`config.mk`:
```
export PLATFORM = sky130hd
export DESIGN_NAME = dual_pport
export DESIGN_NICKNAME = d
export VERILOG_FILES = /design/src/rtl/dual_pport.sv
export SDC_FILE = /design/constraint.sdc
export NUM_CORES = 1
export LEC_CHECK = 0
export BUFFER_PORTS_ARGS = -buffer_cell sky130_fd_sc_hd__buf_4
export CORE_AREA = 2 2 70 72
export CTS_BUF_LIST = sky130_fd_sc_hd__clkbuf_4 sky130_fd_sc_hd__clkbuf_8 sky130_fd_sc_hd__clkbuf_16
export CTS_CLUSTER_DIAMETER = 50
export DETAILED_ROUTE_END_ITERATION = 8
export DIE_AREA = 0 0 72 74
export GPL_ROUTABILITY_DRIVEN = 0
export MAX_ROUTING_LAYER = met4
export PLACE_DENSITY = 0.91
export SLEW_MARGIN = 30
export SYNTH_ARGS = -nofsm -noshare
export SYNTH_HDL_FRONTEND = slang
export SYNTH_SLANG_ARGS = --single-unit
```
`constraint.sdc`:
```
create_clock -name clk -period 3.55 [get_ports clk]
set_input_delay 0.1775 -clock clk [delete_from_list [all_inputs] [get_ports clk]]
set_output_delay 0.1775 -clock clk [all_outputs]
set_load 0.05 [all_outputs]
```
`src/rtl/dual_pport.sv`:
```
module dual_pport #(
  parameter int W = 8
) (
  input  logic         clk,
  input  logic         rst_n,
  input  logic         cs,
  input  logic         we,
  input  logic [1:0]   addr,
  input  logic [W-1:0] wdata,
  output logic [W-1:0] rdata,
  input  logic [W-1:0] pa_in,
  output logic [W-1:0] pa_out,
  output logic [W-1:0] pa_oe,
  input  logic         ca1,
  output logic         ca2,
  output logic         ca2_oe,
  input  logic [W-1:0] pb_in,
  output logic [W-1:0] pb_out,
  output logic [W-1:0] pb_oe,
  input  logic         cb1,
  output logic         cb2,
  output logic         cb2_oe,
  output logic         irq_n
);
  localparam int PAD = W - 7;

  logic [W-1:0] dat [2];
  logic [W-1:0] ddr [2];
  logic [W-1:0] pin [2];
  logic [W-1:0] view [2];
  logic [5:0]   ctl [2];
  logic [1:0]   flg, c1q, c1, edg, clr, hit;
  logic         side, wr, rd;

  assign side = addr[1];
  assign wr   = cs & we;
  assign rd   = cs & ~we;
  assign pin[0] = pa_in;
  assign pin[1] = pb_in;
  assign c1 = {cb1, ca1};

  always_comb begin
    for (int i = 0; i < 2; i++) begin
      view[i] = (ddr[i] & dat[i]) | (~ddr[i] & pin[i]);
      edg[i]  = ctl[i][1] ? (c1[i] & ~c1q[i]) : (~c1[i] & c1q[i]);
      hit[i]  = (side == i[0]);
      clr[i]  = rd & hit[i] & ~addr[0] & ctl[i][2];
    end
  end

  always_ff @(posedge clk or negedge rst_n) begin
    if (!rst_n) begin
      for (int i = 0; i < 2; i++) begin
        dat[i] <= '0;
        ddr[i] <= '0;
        ctl[i] <= '0;
      end
      flg <= '0;
      c1q <= '0;
    end else begin
      c1q <= c1;
      for (int i = 0; i < 2; i++) begin
        if (wr && hit[i]) begin
          if (addr[0])        ctl[i] <= wdata[5:0];
          else if (ctl[i][2]) dat[i] <= wdata;
          else                ddr[i] <= wdata;
        end
        if (edg[i])      flg[i] <= 1'b1;
        else if (clr[i]) flg[i] <= 1'b0;
      end
    end
  end

  always_comb begin
    rdata = '0;
    if (rd) begin
      if (addr[0])          rdata = {flg[side], {PAD{1'b0}}, ctl[side]};
      else if (ctl[side][2]) rdata = view[side];
      else                  rdata = ddr[side];
    end
  end

  assign pa_out = dat[0];
  assign pa_oe  = ddr[0];
  assign pb_out = dat[1];
  assign pb_oe  = ddr[1];
  assign ca2_oe = ctl[0][5] & ctl[0][4];
  assign ca2    = (ctl[0][5:3] == 3'b110);
  assign cb2_oe = ctl[1][5] & ctl[1][4];
  assign cb2    = (ctl[1][5:3] == 3'b110);
  assign irq_n  = ~|(flg & {ctl[1][0], ctl[0][0]});


  flag_clear_chk: assert property (@(posedge clk) disable iff (!rst_n)
    (rd && addr == 2'd0 && ctl[0][2] && !edg[0]) |=> !flg[0]);

  flag_set_chk: assert property (@(posedge clk) disable iff (!rst_n)
    (ctl[1][1] && !c1q[1] && cb1) |=> flg[1]);

  dir_write_chk: assert property (@(posedge clk) disable iff (!rst_n)
    (wr && addr == 2'd0 && !ctl[0][2]) |=> (pa_oe == $past(wdata)));

  idle_hold_chk: assert property (@(posedge clk) disable iff (!rst_n)
    !wr |=> ($stable(pa_oe) && $stable(pb_out) && $stable(ca2_oe)));

  irq_rise_chk: assert property (@(posedge clk) disable iff (!rst_n)
    (ctl[0][0] && ctl[0][1] && !c1q[0] && ca1) |=> !irq_n);
endmodule

```
==> Yosys cells after proc, flatten, opt, wreduce, memory -nomap -nowiden <==
Cells that the tools add are included.
{ "totals": {"regBits": 48, "out_inout_bits": 45, "word_cells": 78} }
{ "op_classes": {"order_cmp": 2, "n_eq_ne": 2, "n_mux": 20, "bitwise_logic": 33, "reduce_logical": 12} }
{ "op_table": {"columns": ["op", "n"], "rows": [
  ["$mux 8", 9],
  ["$and 8x8->8", 4],
  ["$mux 6", 3],
  ["$not 8->8", 2],
  ["$or 8x8->8", 2],
  ["$and 1x1->1", 14],
  ["$reduce_and 3->1", 4],
  ["$not 1->1", 9],
  ["$mux 1", 8],
  ["$eq 3x3->1 const B", 2],
  ["$reduce_and 2->1", 2],
  ["$reduce_bool 2->1", 2],
  ["$and 2x2->2", 1],
  ["$ge 2x2->1 const B", 1],
  ["$logic_and 1x1->1", 2],
  ["$lt 1x2->1 const B", 1],
  ["$not 1->2", 1],
  ["$reduce_or 2->1", 1],
  ["$logic_not 1->1", 1]
]} }

==> Depth between registers and ports, before layout <==
Gate-level depths: netlist of run 1.
{ "depth": {"depth_word": 9, "mapped_depth": 5} }

==> Worst setup path before layout of run 1 <==
No wires, ideal clock.
{ "synth_timing": {"path_type": "flip-flop to output port", "start": "register ddr, in the netlist pa_oe[6]", "end": "output rdata[6]", "t_arrival_ps": 1821, "slack_ps": 1551, "stages_incl_launch_ff": 4, "path_buffers": 0, "path_cell_list": "dfrtp_1 -> a21oi_1 -> a311o_1 -> a21oi_1"} }
{ "synth_between": {"elab_chain_len": 9, "elab_cells_between_ends": 13} }
{ "synth_rtl": {"columns": ["item", "line", "rtl"], "rows": [
  ["start, declared", "28", "logic [W-1:0] ddr [2];"],
  ["start signal, assigned by index", "66", "else ddr[i] <= wdata;"],
  ["$not 8->8", "44", "view[i] = (ddr[i] & dat[i]) | (~ddr[i] & pin[i]);"],
  ["$and 8x8->8", "44", null],
  ["$or 8x8->8", "44", null],
  ["$mux 8 (not written as such) (3 in a row)", "78", "else if (ctl[side][2]) rdata = view[side];"],
  ["$mux 8 (*)", "78", null],
  ["$mux 8 (*)", "77", "if (addr[0]) rdata = {flg[side], {PAD{1'b0}}, ctl[side]};"],
  ["$mux 8 (*)", "76", "if (rd) begin"],
  ["end, declared", "10", "output logic [W-1:0] rdata,"]
]} }
Mark *: on every way between the ends. The rest lies on a longest branch, timed or not. The select of a mux whose other input is x is not followed.

==> Final worst setup path of run 1 <==
{ "layout_timing": {"start": "input addr[0]", "end": "output rdata[0]"} }
{ "layout_between": {"elab_chain_len": 2} }
{ "layout_rtl": {"columns": ["item", "line", "rtl"], "rows": [
  ["start, declared", "8", "input logic [1:0] addr,"],
  ["$mux 8", "77", null],
  ["$mux 8", "76", null]
]} }
No other way between the ends.

==> results.md, run 1 <==
Clock network:
- In this run, CTS created clock tree buffers numbering 5.
- Clock-pin slew was measured on the worst setup and hold paths at 90 ps.
- The clock reaches the later pin of the worst-skew pair after 300 ps.
- TritonCTS built the clock tree.
- Clock tree synthesis selected as its root buffer the cell sky130_fd_sc_hd__clkbuf_8.
- Post-CTS timing repair inserted 0 buffers for setup.
- Post-CTS repair changed the size of 0 cells.
- The buffer levels on the longest clock path is 2.
- The TritonCTS sink count is 48.
- CTS built an H-tree with a depth of 2.

Global route:
- The global-route congestion overflow total is 0.
- The number of global-route vias before repair came to 1768.
- The overall global routing resource usage is 0.238.
- Entering global routing, the biggest net connects 49 pins.
- The global-route wire length before repair is 9.00 mm.
- The initial antenna violation count was 0.

Cells and area:
- Excluding fillers, the count of instances in the completed layout stands at 313.
- Relative to the synthesized area, the layout overhead comes to 31.5%.
- The net count of the finished layout is 290.
- The proportion of layout cells with a drive suffix above 1 is 0.571.
- The count of inserted antenna diode cells is 0.

STA:
- For the pin with the worst max-slew slack, the measured transition is 947 ps.
- The share of the cycle needed by the critical path after routing is 0.592.
- After layout, the worst setup slack is 1450 ps.
- The setup clock skew after layout is 7.24 ps.
- Adding up every negative setup slack in the final design gives 0 ps.
- Setup violations remaining at the end of the flow were counted as 0.
- The final number of hold-violating endpoints is 0.
- The number of slew-limit violations in the final report was 0.
- Counting I/O delays and the setup requirement, the final critical path takes 2100 ps.
- Derived from the worst setup path, the maximum achievable clock frequency is 476 MHz.
- The worst slew margin relative to its limit is 0.368.
- Setup repair after global routing left no endpoint under its margin.

Route:
- The mean routed wirelength per cell is 19.1 µm.
- In the routed layout, each cell is associated on average with a via count of 5.83.
- The wire length reported by the detailed router is 5.97 mm.
- After detailed routing, the number of remaining DRC violations is 0.
- The routed via count is 1825.
- The first TritonRoute pass finished after 4 iterations.
- In this run, the number of DRC markers left after iteration 0 of detailed routing was 108.
- The count of nets left with antenna violations after detail routing is 0.

Placed design:
- The number of instances in the placed design is 302.
- The count of buffers from port buffering is 76.
- After legalization and detailed placement, the total HPWL measured 4.22 mm.
- OpenSTA, run right after detailed placement, puts the worst setup slack at 1480 ps.

Critical path:
- The kind of critical path is in -> out.
- In this design, the stage delay of the slowest critical-path cell is 790 ps.
- STA puts the critical path data arrival time at 1920 ps.
- Walking the worst path, the cells encountered are buf_4 > nor3b_1 > o221ai_1 > o22ai_1 > buf_4.
- The slowest stage of the critical path is the sky130_fd_sc_hd__nor3b_1 cell.
- Along the worst path, the maximum fanout reaches 12.
- STA classifies the critical path startpoint as a primary input.
- The depth of the worst register-to-register path is 3.
- The critical path endpoint category is a primary output.
- The required time reported for the critical path endpoint is 3370 ps.
- The most numerous cell type found on the critical path is sky130_fd_sc_hd__buf_4.

Pwr:
- For this design the ratio of total power to cell area is 768 mW/mm².
- The maximum VDD drop is 0.454 mV.
- The leakage power figure is 0.00145 µW.

Floorplanning:
- The floorplan step set the die width to 72 µm.
- The die covers 0.00533 mm².
- The floorplan has 25 rows.
- The placeable core region is 0.00460 mm².
- The initial utilization of the core area, before any placement, comes to 0.519.
- In this run the count of I/O pins placed on the die edge is 77.
- The die is 74 µm tall.

Yosys:
- The synthesis warning total is 0.
- The unique cell type count in the Yosys netlist is 33.
- sky130_fd_sc_hd__dfrtp_1 takes more of the synthesized area than any other cell.
- Synthesis produced a netlist with a net count of 211.
- The per-instance average area after synthesis is 13.3 µm².
- After technology mapping, the gate count stands at 179.
- The cell area after technology mapping is 0.00239 mm².
- After synthesis the netlist holds a flip-flop and latch count of 48.
- By area the synthesized netlist is led by sky130_fd_sc_hd__dfrtp_1 (50%), sky130_fd_sc_hd__mux2_2 (23%), sky130_fd_sc_hd__mux2_4 (5.0%), sky130_fd_sc_hd__mux2i_1 (3.4%), sky130_fd_sc_hd__o22ai_1 (3.1%).
- The fraction of synthesized cell area taken by the top area cell type is 0.503.
- The sequential element share of the synthesized area is 0.503.

Run:
- Across the run, the number of max-cap violations was 0.

Min path:
- The class of the most critical hold timing path is in -> reg.
- Counting instances, the worst hold path has a depth of 2.

Run status:
- The flow ran to the end, and the final reports show no timing, DRC or antenna violations.
-- report_power, final --
| part | switching, µW | internal [µW] |
|---|---|---|
| sequential | 156 | 703 |
| combinational | 717 | 437 |
| clock | 181 | 217 |
-- metal layers --
layer | global-route usage | up-vias | part of all wire
li1 | - | 841 | -
met1 | 0.283 | 919 | 0.41
met2 | 0.400 | 57 | 0.52
met3 | 0.0542 | 8 | 0.048
met4 | 0.0818 | 0 | 0.013
met5 | - | - | 0
-- cells by family after synthesis --
kind of cell / count (synthesis) / synth area share
multiplexers: 65 / 0.315
flip-flops: 48 / 0.503
AO/OA/AOI/OAI: 29 / 0.0833
AND/OR/NAND/NOR: 29 / 0.0818
buffers and inverters: 8 / 0.0168
-- cells in the final DEF (no fill, tap or decap), types with 2 or more instances in the layout --
cell / Yosys / layout
sky130_fd_sc_hd__or3b_2: 2 / 2
sky130_fd_sc_hd__mux2_4: 8 / 8
sky130_fd_sc_hd__a21oi_1: 4 / 4
sky130_fd_sc_hd__nand2b_1: 2 / 2
sky130_fd_sc_hd__o221ai_1: 7 / 7
sky130_fd_sc_hd__nor2b_1: 5 / 5
sky130_fd_sc_hd__nor3_2: 2 / 2
sky130_fd_sc_hd__nand2_1: 4 / 4
sky130_fd_sc_hd__mux2i_1: 8 / 8
sky130_fd_sc_hd__dfrtp_1: 48 / 48
sky130_fd_sc_hd__o22ai_1: 12 / 12
sky130_fd_sc_hd__o21ai_0: 2 / 2
sky130_fd_sc_hd__buf_4: 0 / 76
sky130_fd_sc_hd__nand3b_1: 2 / 2
sky130_fd_sc_hd__clkbuf_8: 0 / 5
sky130_fd_sc_hd__and2_1: 2 / 2
sky130_fd_sc_hd__mux2_2: 49 / 49
sky130_fd_sc_hd__dlygate4sd3_1: 0 / 3
sky130_fd_sc_hd__nand3_1: 2 / 2
-- path summary, 6_finish.rpt --
| check | startpoint | end | slack, ps |
|---|---|---|---|
| setup / recovery | addr[0] | rdata[0] | 1450 |
| hold / removal | wdata[6] | pa_out[6]$_DFFE_PN0P_ | 130 |
| setup reg to reg | ctl[2]$_DFFE_PN0P_ | pb_oe[1]$_DFFE_PN0P_ | 1500 |
| hold reg to reg | c1q[1]$_DFF_PN0_ | flg[1]$_DFFE_PN0P_ | 490 |
| max in group asynchronous | rst_n | pb_out[3]$_DFFE_PN0P_ | 2710 |
| min in group asynchronous | rst_n | pa_oe[3]$_DFFE_PN0P_ | 410 |
-- worst max-delay path, delay by kind of cell --
kind                   cells  cell delay (ps)
buffers and inverters      2              390
AOI/OAI and AO/OA          2              570
and+or+nand+nor            1              790
-- stage by stage --
step	power [µW]	utilization	hold WS, ps	instance area [µm²]
floorplan	1650	-	-118	2390
global placement	1990	0.650	223	2990
detailed placement	2020	0.652	231	3000
CTS	2420	0.683	120	3140
global route	2510	0.683	117	3140
finish	2410	0.683	129	3140
-- sequential cells by signal (all words and copies together) (netlist names) --
name / flops
c1q: 2
pb_out: 8
ctl: 12
pa_out: 8
flg: 2
pa_oe: 8
pb_oe: 8
-- cell usage after synthesis --
| master | n |
|---|---|
| sky130_fd_sc_hd__nand2_2 | 1 |
| sky130_fd_sc_hd__or3b_2 | 2 |
| sky130_fd_sc_hd__o21ai_0 | 2 |
| sky130_fd_sc_hd__or4b_1 | 1 |
| sky130_fd_sc_hd__nor2b_1 | 5 |
| sky130_fd_sc_hd__nand3b_1 | 2 |
| sky130_fd_sc_hd__and2_1 | 2 |
| sky130_fd_sc_hd__buf_2 | 2 |
| sky130_fd_sc_hd__nor3_2 | 2 |
| sky130_fd_sc_hd__a21oi_1 | 4 |
| sky130_fd_sc_hd__buf_6 | 1 |
| sky130_fd_sc_hd__or2_2 | 1 |
| sky130_fd_sc_hd__mux2_2 | 49 |
| sky130_fd_sc_hd__a21o_1 | 1 |
| sky130_fd_sc_hd__clkbuf_1 | 3 |
| sky130_fd_sc_hd__nor4_2 | 1 |
| sky130_fd_sc_hd__inv_1 | 1 |
| sky130_fd_sc_hd__buf_1 | 1 |
| sky130_fd_sc_hd__nand3_1 | 2 |
| sky130_fd_sc_hd__nand2b_1 | 2 |
| sky130_fd_sc_hd__nand2_1 | 4 |
| sky130_fd_sc_hd__a22oi_1 | 1 |
| sky130_fd_sc_hd__nor2_1 | 1 |
| sky130_fd_sc_hd__a311o_1 | 1 |
| sky130_fd_sc_hd__o22ai_1 | 12 |
| sky130_fd_sc_hd__nor3b_1 | 1 |
| sky130_fd_sc_hd__nand4b_1 | 1 |
| sky130_fd_sc_hd__o221ai_1 | 7 |
| sky130_fd_sc_hd__nand4_1 | 1 |
| sky130_fd_sc_hd__dfrtp_1 | 48 |
| sky130_fd_sc_hd__mux2_4 | 8 |
| sky130_fd_sc_hd__o211ai_1 | 1 |
| sky130_fd_sc_hd__mux2i_1 | 8 |
-- layout make-up --
class / count / area, µm²
Inverter: 1 / 3.75
Timing Repair Buffer: 79 / 601
Sequential cell: 48 / 1200
Fill cell: 343 / 1460
Multi-Input combinational cell: 123 / 1150
Clock inverter: 2 / 35.0
Clock buffer: 6 / 76.3
Tap cell: 54 / 67.6
-- timing repair --
| item | in CTS | in global routing |
|---|---|---|
| hold buffers | 3 | 0 |
| endpoints found under the setup margin | 0 | 0 |
| hold endpoints to repair | 50 | 0 |
Power figures use the tool's default switching activity.
==> run 2: changes to the inputs <==
- ABC_AREA: not set -> 1
- CORE_AREA: 2 2 70 72 -> 2 2 74 76
- DIE_AREA: 0 0 72 74 -> 0 0 76 78
- PLACE_DENSITY: 0.91 -> 0.86
- clock period: 3.55 -> 1.97 ns (I/O delays scaled with it)
==> run 2 against run 1 <==
  * Area after synthesis increased by 6.1%
  * Clock skew is 1.6 ps lower
  * Register-to-register slack worse by 930 ps
  * Largest power group unchanged
  * Critical path depth rose by 2
  * Cell count rose by 58%
  * First-iteration DRC count up 58%
  * Synthesized cell count grew 94%
  * Flip-flop and latch count is the same
  * Via count rose by 38%
  * Count of clock-buffer cells in the layout stayed put
==> results.md, run 2 <==
Clock network:
- The tree is rooted in a sky130_fd_sc_hd__clkbuf_8.
- The clock network latency to the later pin of the worst-skew pair is 300 ps (about the same).
- The total number of H-tree levels came to 2 (unchanged).
- The clock-pin transition on the worst setup and hold timing paths is 90 ps (about the same).
- The post-CTS setup-driven buffer insertion count came to 0 (unchanged).
- The TritonCTS sink count is 48 (unchanged).
- The number of buffers created by CTS is 5 (unchanged).
- TritonCTS built the clock tree.
- The buffer levels on the longest clock path was 2 (unchanged).

Yosys:
- The synthesized instance count was 347 (+94%).
- The synthesis warning total is 0 (unchanged).
- The sequential element share of the synthesized area is 0.474 (-0.0291).
- The unique cell type count in the Yosys netlist is 23 (-30%).
- In the synthesized netlist the dominant register cell turns out to be sky130_fd_sc_hd__dfrtp_1.
- After synthesis, the most frequently instantiated cells are sky130_fd_sc_hd__nand2_1 (122), sky130_fd_sc_hd__dfrtp_1 (48), sky130_fd_sc_hd__o21ai_0 (45).
- The number of synthesized register bits came to 48 (unchanged).
- The fraction of synthesized cell area taken by the top area cell type came to 0.474 (-0.0291).
- Sorting the synthesized cells by area gives the leading types as sky130_fd_sc_hd__dfrtp_1 (47%), sky130_fd_sc_hd__nand2_1 (18%), sky130_fd_sc_hd__o21ai_0 (8.9%), sky130_fd_sc_hd__inv_1 (5.5%), sky130_fd_sc_hd__nor2_1 (4.0%).
- The per-instance average area after synthesis is 7.30 µm² (-45%).
- The number of flops mapped to enable cells by yosys is 0 (unchanged).
- The cell area after technology mapping is 0.00253 mm² (+6.1%).
- The cell with the most instances after synthesis is sky130_fd_sc_hd__nand2_1.
- sky130_fd_sc_hd__dfrtp_1 takes more of the synthesized area than any other cell.
- The share of flip-flops with an asynchronous set or reset is 1.00 (unchanged).
- The net count of the mapped netlist came to 379 (+80%).

Route:
- The mean routed wirelength per cell is 13.5 µm (-29%).
- The count of nets left with antenna violations after detail routing is 0 (unchanged).
- The wire length reported by the detailed router is 6.67 mm (+12%).
- The detailed-router iteration count before antenna repair is 4 (unchanged).
- The detail-routed via count per cell is 5.11 (-12%).
- The DRC violation total after the first TritonRoute iteration is 171 (+58%).
- The routed via count is 2524 (+38%).
- The count of unresolved DRC violations after routing is 0 (unchanged).

Run:
- The count of max-cap constraint violations came to 0 (unchanged).

Global route:
- The global-route congestion overflow total came to 0 (unchanged).
- The global routing met1 resource utilization is 0.295 (+0.0116).
- The number of global-route vias before repair is 2505 (+42%).
- The largest net degree at the start of global routing is 49 (unchanged).
- The met2 layer usage reported by global route came to 0.409 (+0.00872).
- The global-route wire length before repair is 11.3 mm (+26%).
- The overall global routing resource usage is 0.244 (+0.00624).
- The met3 usage in global routing came to 0.0500 (-0.00420).
- The initial antenna violation count is 0 (unchanged).
- After global routing, the most crowded layer is met2.

Critical path:
- The total buffers and inverters traversed by the critical path is 1 (-1).
- The peak fanout along the critical path was 13 (+1).
- The required time reported for the critical path endpoint came to 1870 ps (-1500 ps).
- The startpoint type of the worst setup path is a flip-flop.
- The signal on the critical path passes through nand2_2 > nand2_2 > nor2_1 > nor2_1 > nand2_1 > a21oi_1 > buf_4.
- The arrival time reported for the critical path endpoint is 1670 ps (-250 ps).
- Among all stages on the critical path, the largest delay is contributed by sky130_fd_sc_hd__dfrtp_1.
- On the critical path the largest part of the delay comes from simple AND/OR/NAND/NOR gates.
- The critical path endpoint category is a primary output.
- The critical path is of the reg -> out type.
- The largest incremental delay on the critical path is 410 ps (-380 ps).

Cells and area:
- In the layout the commonest cells are sky130_fd_sc_hd__nand2_1 (121), sky130_fd_sc_hd__buf_4 (81), sky130_fd_sc_hd__dfrtp_1 (48).
- The cell area after layout is 0.00325 mm² (+3.7%).
- The final core area utilization came to 0.645 (-0.0373).
- The net count of the finished layout is 456 (+57%).
- The proportion of layout cells with a drive suffix above 1 came to 0.241 (-0.331).
- The count of inserted antenna diode cells came to 0 (unchanged).
- The flip-flop count of the largest register after layout is 12 (unchanged).
- The register bank with the most flops is ctl.
- Relative to the synthesized area, the layout overhead comes to 28.4%.
- The most common cell after layout, fill and taps aside is sky130_fd_sc_hd__nand2_1.
- The final cell count without fillers is 494 (+58%).

STA:
- The worst hold slack was 12.2 ps (-117 ps).
- The final period demand of the worst path is 1770 ps.
- Of the available clock period, the critical path in the final layout requires 0.899.
- The setup-violating endpoint count in the final report is 0 (unchanged).
- The number of slew-limit violations in the final report is 0 (unchanged).
- The highest clock rate is 565 MHz.
- The final number of hold-violating endpoints was 0 (unchanged).
- The transition time at the pin with the least slew margin came to 618 ps (-329 ps).
- The setup TNS after final layout is 0 ps (unchanged).
- Setup repair after global routing left no endpoint under its margin.
- The worst slew margin relative to its limit is 0.587 (+0.219).
- The setup clock skew after layout is 5.66 ps (-1.57 ps).

Run status:
- The flow ran to the end, and the final reports show no timing, DRC or antenna violations.

Pwr:
- The leakage power figure was 0.00173 µW (+19%).
- The power per unit of standard cell area is 1110 mW/mm² (+45%).
- The maximum VDD drop is 0.687 mV (+51%).

Floorplanning:
- The die boundary height is 78 µm (+5.4%).
- The floorplan row count came to 26 (+4.0%).
- The number of top-level design ports was 77 (unchanged).
- The starting utilization of the core area was 0.502 (-0.0167).
- The placeable core region is 0.00504 mm² (+9.7%).
- The total die area is 0.00593 mm² (+11%).
- The width of the chip is 76 µm (+5.6%).

Placed design:
- The half-perimeter wire length after placement is 4.91 mm (+16%).
- The count of buffers from port buffering came to 76 (unchanged).
- The placed standard-cell area was 0.00314 mm² (+4.8%).
- The number of instances in the placed design is 484 (+60%).

Min path:
- The tightest min-delay check is of the in -> reg type.
[run 2: per-layer routing]
metal / vias up / share of wire
li1: 1253 / -
met1: 1181 / 0.42
met2: 73 / 0.50
met3: 17 / 0.050
met4: 0 / 0.025
met5: - / 0
[run 2: cells by family (layout without fill, tap and decap cells)]
group                  Yosys count  after routing  synth area share
and+or+nand+nor                172            172             0.270
AOI/OAI and AO/OA               74             74             0.163
buffers and inverters           53            130            0.0928
DFF                             48             48             0.474
[run 2: report_power, final]
| part | total [µW] | switching [µW] | internal, µW |
|---|---|---|---|
| combinational | 1620 | 1130 | 497 |
| clock | 573 | 317 | 256 |
| sequential | 1420 | 223 | 1200 |
| total | 3620 | 1670 | 1950 |
[run 2: cell type report]
cell class | instances | area (µm²)
multi-input cells | 246 | 1100
well taps | 70 | 87.6
flip-flops and latches | 48 | 1200
repair buffers | 84 | 638
fillers | 447 | 1790
inverters | 39 | 146
clock inverters | 1 | 5.00
clock buffers | 6 | 76.3
[run 2: through the flow]
step                      worst slack [ps]  total power [µW]
final                                  200              3620
after global routing                  16.6              3830
after CTS                             72.5              3630
after detailed placement               388              3060
after global placement                 446              3020
after floorplan                        129              2530
[run 2: path summary, 6_finish.rpt]
kind | startpoint | endpoint | slack (ps) | depth (start not counted)
max in group asynchronous | rst_n | pb_out[6]$_DFFE_PN0P_ | 1220 | 2
setup reg to reg | ctl[2]$_DFFE_PN0P_ | pb_oe[7]$_DFFE_PN0P_ | 570 | 3
hold / removal | wdata[3] | ctl[3]$_DFFE_PN0P_ | 10 | 3
hold reg to reg | ctl[11]$_DFFE_PN0P_ | ctl[11]$_DFFE_PN0P_ | 520 | 2
setup / recovery | ctl[2]$_DFFE_PN0P_ | rdata[1] | 200 | 7
min in group asynchronous | rst_n | pa_out[2]$_DFFE_PN0P_ | 340 | 2
[run 2: repair_timing]
action / 4_1_cts / 5_1_grt
endpoints found under the setup margin: 0 / 6
hold endpoints to repair: 50 / 0
gates resized for setup: 0 / 1
hold buffers: 3 / 0
[run 2: worst register-to-register path: cells and delay by family, from the launching register on]
family,cells,cell delay [ps]
buffers and inverters,1,110
AOI/OAI and AO/OA,1,330
DFF,1,430
and+or+nand+nor,1,450
